$ cat src/rtl/sr_pkg.sv
package sr_pkg;

  // Applied / pending configuration of the strobe generator.
  typedef struct packed {
    logic       src;    // 1: PLL input, ratio forced to the largest
    logic [1:0] ratio;  // base period = (ratio+1) * BASE_UNIT
    logic       en;     // core enable
    logic [2:0] conv;   // converter rate selector
    logic [3:0] dsp;    // DSP rate selector
    logic [2:0] ser;    // serial-port rate selector
  } sr_cfg_t;

  localparam int NCH = 4;  // base + three derived channels

  localparam logic [3:0] SEL_HALF_RATE = 4'd6;

  // Channel period expressed in half base periods.
  function automatic logic [3:0] sel_halves(input logic [3:0] code);
    case (code)
      4'd1:    return 4'd12;
      4'd2:    return 4'd8;
      4'd3:    return 4'd6;
      4'd4:    return 4'd4;
      4'd5:    return 4'd3;
      4'd6:    return 4'd1;
      default: return 4'd2;
    endcase
  endfunction

  // True when the divisor is a whole number of base periods.
  function automatic logic sel_is_whole(input logic [3:0] code);
    return sel_halves(code)[0] == 1'b0;
  endfunction

endpackage

$ cat src/rtl/sr_cfg_regs.sv
module sr_cfg_regs
  import sr_pkg::*;
#(
  parameter int AW = 3
) (
  input  logic          clk,
  input  logic          rst,
  input  logic          wr_en,
  input  logic [AW-1:0] wr_addr,
  input  logic [3:0]    wr_data,
  input  logic          boundary,
  output sr_cfg_t       act,
  output logic          apply
);

  sr_cfg_t pend, pend_wr;
  logic    dirty;
  logic    hit;

  always_comb begin
    pend_wr = pend;
    hit     = 1'b0;
    if (wr_en) begin
      case (wr_addr)
        AW'(0): begin
          pend_wr.src   = wr_data[3];
          pend_wr.ratio = wr_data[2:1];
          pend_wr.en    = wr_data[0];
          hit           = 1'b1;
        end
        AW'(1): begin pend_wr.conv = wr_data[2:0]; hit = 1'b1; end
        AW'(2): begin pend_wr.dsp  = wr_data;      hit = 1'b1; end
        AW'(3): begin pend_wr.ser  = wr_data[2:0]; hit = 1'b1; end
        default: hit = 1'b0;
      endcase
    end
  end

  // Apply at once while idle, otherwise only on a base boundary.
  assign apply = dirty && (!act.en || boundary);

  always_ff @(posedge clk) begin
    if (rst) begin
      pend  <= '0;
      act   <= '0;
      dirty <= 1'b0;
    end else begin
      if (apply) begin
        act   <= pend;
        dirty <= 1'b0;
      end
      if (hit) begin
        pend  <= pend_wr;
        dirty <= 1'b1;
      end
    end
  end

  AST_IDLE_APPLY_PROMPT: assert property (@(posedge clk) disable iff (rst)
    (dirty && !act.en) |=> !dirty || $past(hit));

endmodule

$ cat src/rtl/sr_rate_map.sv
module sr_rate_map
  import sr_pkg::*;
#(
  parameter int BASE_UNIT = 256,
  parameter int CW        = 13
) (
  input  sr_cfg_t       cfg,
  output logic [CW-1:0] per [NCH]
);

  logic [1:0]  eff_ratio;
  logic [31:0] base_cyc;
  logic [3:0]  code [NCH];

  assign eff_ratio = cfg.src ? 2'b11 : cfg.ratio;
  assign base_cyc  = (32'(eff_ratio) + 32'd1) * 32'(BASE_UNIT);

  assign code[0] = 4'd0;
  assign code[1] = {1'b0, cfg.conv};
  assign code[2] = cfg.dsp;
  assign code[3] = {1'b0, cfg.ser};

  for (genvar g = 0; g < NCH; g++) begin : g_per
    logic [31:0] cyc;
    assign cyc    = (base_cyc * 32'(sel_halves(code[g]))) >> 1;
    assign per[g] = CW'(cyc);
  end

endmodule

$ cat src/rtl/sr_period_ctr.sv
module sr_period_ctr #(
  parameter int CW = 13
) (
  input  logic          clk,
  input  logic          rst,
  input  logic          en,
  input  logic          clr,
  input  logic [CW-1:0] period,
  output logic          stb,
  output logic          wrap
);

  logic [CW-1:0] cnt;

  assign wrap = en && (cnt == period - CW'(1));

  always_ff @(posedge clk) begin
    if (rst) begin
      cnt <= '0;
      stb <= 1'b0;
    end else begin
      stb <= wrap;
      if (clr || !en || wrap) cnt <= '0;
      else                    cnt <= cnt + CW'(1);
    end
  end

  AST_CNT_BELOW_PERIOD: assert property (@(posedge clk) disable iff (rst)
    en |-> cnt < period);

endmodule

$ cat src/rtl/sr_strobe_gen.sv
module sr_strobe_gen
  import sr_pkg::*;
#(
  parameter int BASE_UNIT = 256,
  parameter int AW        = 3
) (
  input  logic          clk,
  input  logic          rst,
  input  logic          wr_en,
  input  logic [AW-1:0] wr_addr,
  input  logic [3:0]    wr_data,
  output logic          base_stb,
  output logic          conv_stb,
  output logic          dsp_stb,
  output logic          ser_stb
);

  localparam int CW = $clog2(24 * BASE_UNIT + 1);

  sr_cfg_t       act;
  logic          apply;
  logic [CW-1:0] per [NCH];
  logic [NCH-1:0] stb, wrap;
  logic [3:0]    sel [NCH];

  sr_cfg_regs #(.AW(AW)) u_regs (
    .clk(clk), .rst(rst), .wr_en(wr_en), .wr_addr(wr_addr),
    .wr_data(wr_data), .boundary(wrap[0]), .act(act), .apply(apply)
  );

  sr_rate_map #(.BASE_UNIT(BASE_UNIT), .CW(CW)) u_map (
    .cfg(act), .per(per)
  );

  for (genvar g = 0; g < NCH; g++) begin : g_ch
    sr_period_ctr #(.CW(CW)) u_ctr (
      .clk(clk), .rst(rst), .en(act.en), .clr(apply),
      .period(per[g]), .stb(stb[g]), .wrap(wrap[g])
    );
  end

  assign base_stb = stb[0];
  assign conv_stb = stb[1];
  assign dsp_stb  = stb[2];
  assign ser_stb  = stb[3];

  assign sel[0] = 4'd0;
  assign sel[1] = {1'b0, act.conv};
  assign sel[2] = act.dsp;
  assign sel[3] = {1'b0, act.ser};

  AST_QUIET_WHEN_OFF: assert property (@(posedge clk) disable iff (rst)
    !$past(act.en) |-> stb == '0);

  AST_SWITCH_ON_BOUNDARY: assert property (@(posedge clk) disable iff (rst)
    ($past(act.en) && act != $past(act)) |-> stb[0]);

  for (genvar c = 1; c < NCH; c++) begin : g_align
    AST_WHOLE_ON_BASE: assert property (@(posedge clk) disable iff (rst)
      (wrap[c] && sel_is_whole(sel[c])) |-> wrap[0]);
    AST_HALF_COVERS_BASE: assert property (@(posedge clk) disable iff (rst)
      (wrap[0] && sel[c] == SEL_HALF_RATE) |-> wrap[c]);
  end

endmodule

$ cat config.mk
export PLATFORM = sky130hd
export DESIGN_NAME = sr_strobe_gen
export DESIGN_NICKNAME = d
export VERILOG_FILES = /design/src/rtl/sr_pkg.sv /design/src/rtl/sr_cfg_regs.sv /design/src/rtl/sr_rate_map.sv /design/src/rtl/sr_period_ctr.sv /design/src/rtl/sr_strobe_gen.sv
export SDC_FILE = /design/constraint.sdc
export NUM_CORES = 1
export LEC_CHECK = 0
export ABC_AREA = 1
export BUFFER_PORTS_ARGS = -buffer_cell sky130_fd_sc_hd__buf_4
export CAP_MARGIN = 20
export CORE_MARGIN = 10
export CORE_UTILIZATION = 32
export CTS_CLUSTER_SIZE = 30
export DETAILED_ROUTE_END_ITERATION = 10
export GPL_TIMING_DRIVEN = 1
export SLEW_MARGIN = 25
export SYNTH_ARGS = -nofsm -noshare
export SYNTH_HDL_FRONTEND = slang
export SYNTH_SLANG_ARGS = --single-unit
$ cat constraint.sdc
create_clock -name clk -period 9.44 [get_ports clk]
set_input_delay 1.888 -clock clk [delete_from_list [all_inputs] [get_ports clk]]
set_output_delay 1.888 -clock clk [all_outputs]
set_load 0.05 [all_outputs]
==> impl_table.tex <==
\begin{tabular}{lr}
\hline
Metric & Value \\
\hline
\multicolumn{2}{l}{\textbf{Logic synthesis}} \\
\quad Top\_reg\_cell synth & dfxtp\_1 \\
\quad Number of warnings reported in the yosys synthesis log & 0 \\
\quad Synth area leader & dfxtp\_1 \\
\quad Yosys cell types & 35 \\
\quad Flip-flop and latch count after synthesis & 85 \\
\quad Sequential fraction of the synthesis area & 33.8\% \\
\quad Post-synth EDFFs & 0 \\
\quad Syn\_nets & 768 \\
\quad Most frequent cell after synthesis & nand2\_1 \\
\quad Count of mapped cells out of synthesis & 726 \\
\quad Synthesized area & 5040 um\^{}2 \\
\quad Top-area cell type share of the netlist area & 33.8\% \\
\quad Cell types with the highest counts after synthesis & nand2\_1 (180), nor2\_1 (116), inv\_1 (92) \\
\quad Avg Inst Size Synth & 6.94 um\^{}2 \\
\quad Async SR Flop Fraction & 0\% \\
\quad Ranking of synthesized cells by area & dfxtp\_1 (34\%), nand2\_1 (13\%), nor2\_1 (8.6\%) \\
\multicolumn{2}{l}{\textbf{Drt}} \\
\quad Via/cell ratio & 4.41 \\
\quad DR vias & 4,198 \\
\quad DRC violation count after routing & 0 \\
\quad First-pass detailed-route iteration total & 5 \\
\quad Detailed-route wire length per cell & 10.2 um \\
\quad Starting DRC count in detailed routing & 186 \\
\quad Detail Route Antenna Nets & 0 \\
\quad Aggregate routed wire length & 9.68 mm \\
\multicolumn{2}{l}{\textbf{Timing}} \\
\quad Setup slack after layout & 5620 ps \\
\quad Hold Vio Cnt, Final & 0 \\
\quad Clock period minus final worst setup slack & 3820 ps \\
\quad TNS Setup & 0 ps \\
\quad Max-Slew Margin vs Limit & 63.4\% \\
\quad Final number of max-transition violations & 0 \\
\quad Period utilization & 40.5\% \\
\quad Total of endpoints with negative setup slack in the final report & 0 \\
\quad Fmax achieved & 262 MHz \\
\quad Clk\_skew & 8.16 ps \\
\quad Transition at the pin with the smallest max-transition slack & 544 ps \\
\quad Setup repair after global routing missed its margin & no \\
\multicolumn{2}{l}{\textbf{Global route}} \\
\quad Global-route usage over all layers & 9.37\% \\
\quad Number of global-route vias before repair & 3,806 \\
\quad Global-route layer with the greatest usage & met2 \\
\quad Wire length of the first global-routing pass & 17.1 mm \\
\quad Met3 demand-to-capacity share in global routing & 2.42\% \\
\quad Leftover overflow at the end of global routing & 0 \\
\quad Met1 track demand over resource in global routing & 12.2\% \\
\quad Number of antenna violations at the first check in global routing & 0 \\
\quad Largest net degree at the start of global routing & 34 \\
\quad Met2 track demand over resource in global routing & 14.6\% \\
\multicolumn{2}{l}{\textbf{Finish}} \\
\quad Number of antenna diodes & 0 \\
\quad Non-filler cells, final & 953 \\
\quad Share of post-route cells with drive strength above 1 & 7.82\% \\
\quad Net total in the final layout & 780 \\
\quad Area growth from synthesis to layout & 12.0\% \\
\multicolumn{2}{l}{\textbf{Power and ir drop}} \\
\quad Leakage component of the power & 2.24 nW \\
\quad Share of power burned in combinational logic & 3.5\% \\
\quad Sequential share of power & 47.0\% \\
\quad Internal cell power & 0.602 mW \\
\quad Net switching share of the total power & 22.0\% \\
\quad Maximum VDD drop & 0.100 mV \\
\quad Clk network pwr share & 49.5\% \\
\quad Switch Pwr & 0.170 mW \\
\quad Total power & 0.772 mW \\
\quad Ratio of total power to cell area & 137 nW/um\^{}2 \\
\multicolumn{2}{l}{\textbf{Worst setup path}} \\
\quad Nature of the critical path endpoint & register \\
\quad Startpoint-to-endpoint class of the critical path & reg2reg \\
\quad Cell family contributing the most delay on the critical path & adder cells \\
\quad Crit path buf inv count & 4 \\
\quad Worst Path Max Fanout & 13 \\
\quad Type of origin of the critical path & register \\
\quad Critical path data arrival time & 4040 ps \\
\quad Critical path's largest stage delay & 540 ps \\
\quad Cell-by-cell listing of the critical path & nor2\_4 > inv\_1 > ha\_1 > clkinv\_1 > nor2\_1 > fa\_1 > ha\_1 > fa\_1 > inv\_1 > nand3\_1 > nand2\_1 > nand3\_1 > nand2\_1 > inv\_1 > nand4\_1 > nor2\_1 > nand2\_1 > nand2\_2 > nor2\_1 \\
\quad CP Data Required Time & 9660 ps \\
\quad Critical-path cell with the highest stage delay & fa\_1 \\
\multicolumn{2}{l}{\textbf{Clock tree}} \\
\quad Number of buffers inserted by hold repair at cts & 0 \\
\quad Sink count of the clock tree & 85 \\
\quad Clock slew at reported path FFs & 60 ps \\
\quad \# resized after CTS & 0 \\
\quad Post-CTS Setup Bufs & 0 \\
\quad Clk Tree Root Cell & clkbuf\_16 \\
\quad Buffers from clock root to sink, at most & 2 \\
\quad TritonCTS clock tree & yes \\
\quad Number of CTS-inserted buffers & 9 \\
\quad Clk Latency, worst-skew pair & 340 ps \\
\quad Number of H-tree levels & 3 \\
\multicolumn{2}{l}{\textbf{Placement}} \\
\quad Number of input and output port buffers inserted & 13 \\
\quad Cell count after placement & 938 \\
\quad Final estimated routing congestion in global placement & 0.813 \\
\quad Post-place setup slack & 5610 ps \\
\quad Half-perimeter wire length of the detailed placement result & 7.39 mm \\
\multicolumn{2}{l}{\textbf{Die}} \\
\quad Die Span Y & 145 um \\
\quad Die width & 145 um \\
\quad Overall die area & 21,200 um\^{}2 \\
\quad Std-Cell Core Area & 15,300 um\^{}2 \\
\quad Ports placed on the boundary & 14 \\
\quad Initial core utilization & 32.9\% \\
\quad Cell row count & 45 \\
\multicolumn{2}{l}{\textbf{Min path}} \\
\quad Class of the worst hold path & reg2reg \\
\multicolumn{2}{l}{\textbf{Outcome}} \\
\quad Run status & finished, final reports clean \\
\multicolumn{2}{l}{\textbf{Flow run}} \\
\quad \# Max-Cap Violations & 0 \\
\hline
\end{tabular}
## kinds of logic (layout without fill, tap and decap cells)
kind of cell,count (synthesis),after routing,synth area share (%)
compound gates,51,51,5.54
xor+xnor,38,38,6.61
flops,85,85,33.8
buf+inv,105,121,8.47
fa+ha+maj,32,32,9.29
simple gates,415,415,36.3
## layer usage
metal / up-vias / share of wire (%)
met2: 42 / 44
met1: 1828 / 52
met4: 0 / 1.5
li1: 2319 / -
met5: - / 0
met3: 9 / 3.3
## worst register-to-register path: stages (launching register included)
cell and delay, ps:
dfxtp_1 400, nor2_4 80, inv_1 280, ha_1 290
clkinv_1 250, nor2_1 230, fa_1 420, ha_1 240
fa_1 540, inv_1 70, nand3_1 80, nand2_1 60
nand3_1 100, nand2_1 50, inv_1 40, nand4_1 60
nor2_1 90, nand2_1 60, nand2_2 280, nor2_1 70
## power groups by stage
stage               Sequential, mW  Clock (mW)  Combinational (mW)
finish                       0.363       0.382              0.0269
global route                 0.363       0.409              0.0310
CTS                          0.363       0.397              0.0274
detailed placement           0.371           0              0.0271
global placement             0.371           0              0.0270
floorplan                    0.370           0              0.0198
## per-stage QoR
stage | utilization [%] | hold slack, ps | instance area (um^2)
after global placement | 34.7 | 428 | 5320
after global routing | 36.8 | 475 | 5640
after CTS | 36.8 | 454 | 5640
after floorplan | - | 418 | 5040
after detailed placement | 34.7 | 438 | 5320
final | 36.8 | 450 | 5640
## cell usage in the layout, fill, tap and decap left out, types with 2 or more instances in the layout
master / count
nand2_1: 180
nor2_1: 116
inv_1: 92
dfxtp_1: 85
nand3_1: 55
a21oi_1: 37
xor2_1: 26
ha_1: 23
nand4_1: 17
nor2_2: 13
buf_4: 13
xnor2_1: 12
nor3_1: 9
fa_1: 9
clkbuf_16: 9
o21ai_0: 7
nand3b_1: 5
nand2_2: 4
or2_2: 3
nor2_4: 3
nand4_2: 2
nand3_2: 2
o21a_1: 2
nor3b_1: 2
bufinv_16: 2
inv_6: 2
## flip-flops by register name (all words and copies together), names as in the netlist
signal,flops
g_ch.u_ctr.cnt,52
u_regs.act,14
u_regs.pend,14
g_ch.u_ctr.stb,4
u_regs.dirty,1
## final timing paths
kind / start / endpoint / slack, ps / cells past startpoint
setup / recovery: u_regs.act[13] / g_ch[3].u_ctr.cnt[1] / 5620 / 19
hold / removal: g_ch[3].u_ctr.cnt[0] / g_ch[3].u_ctr.cnt[0] / 450 / 1
setup reg to reg: u_regs.act[13] / g_ch[3].u_ctr.cnt[1] / 5620 / 19
hold reg to reg: g_ch[3].u_ctr.cnt[0] / g_ch[3].u_ctr.cnt[0] / 450 / 1
## layout make-up
type | instances | area [um^2]
sequential | 85 | 1700
fill | 1703 | 9680
tap | 211 | 264
multi-input combinational | 536 | 2910
timing repair buffer | 13 | 97.6
clock inverter | 6 | 93.8
clock buffer | 9 | 225
inverter | 93 | 349
(Power assumes the default switching activity.)
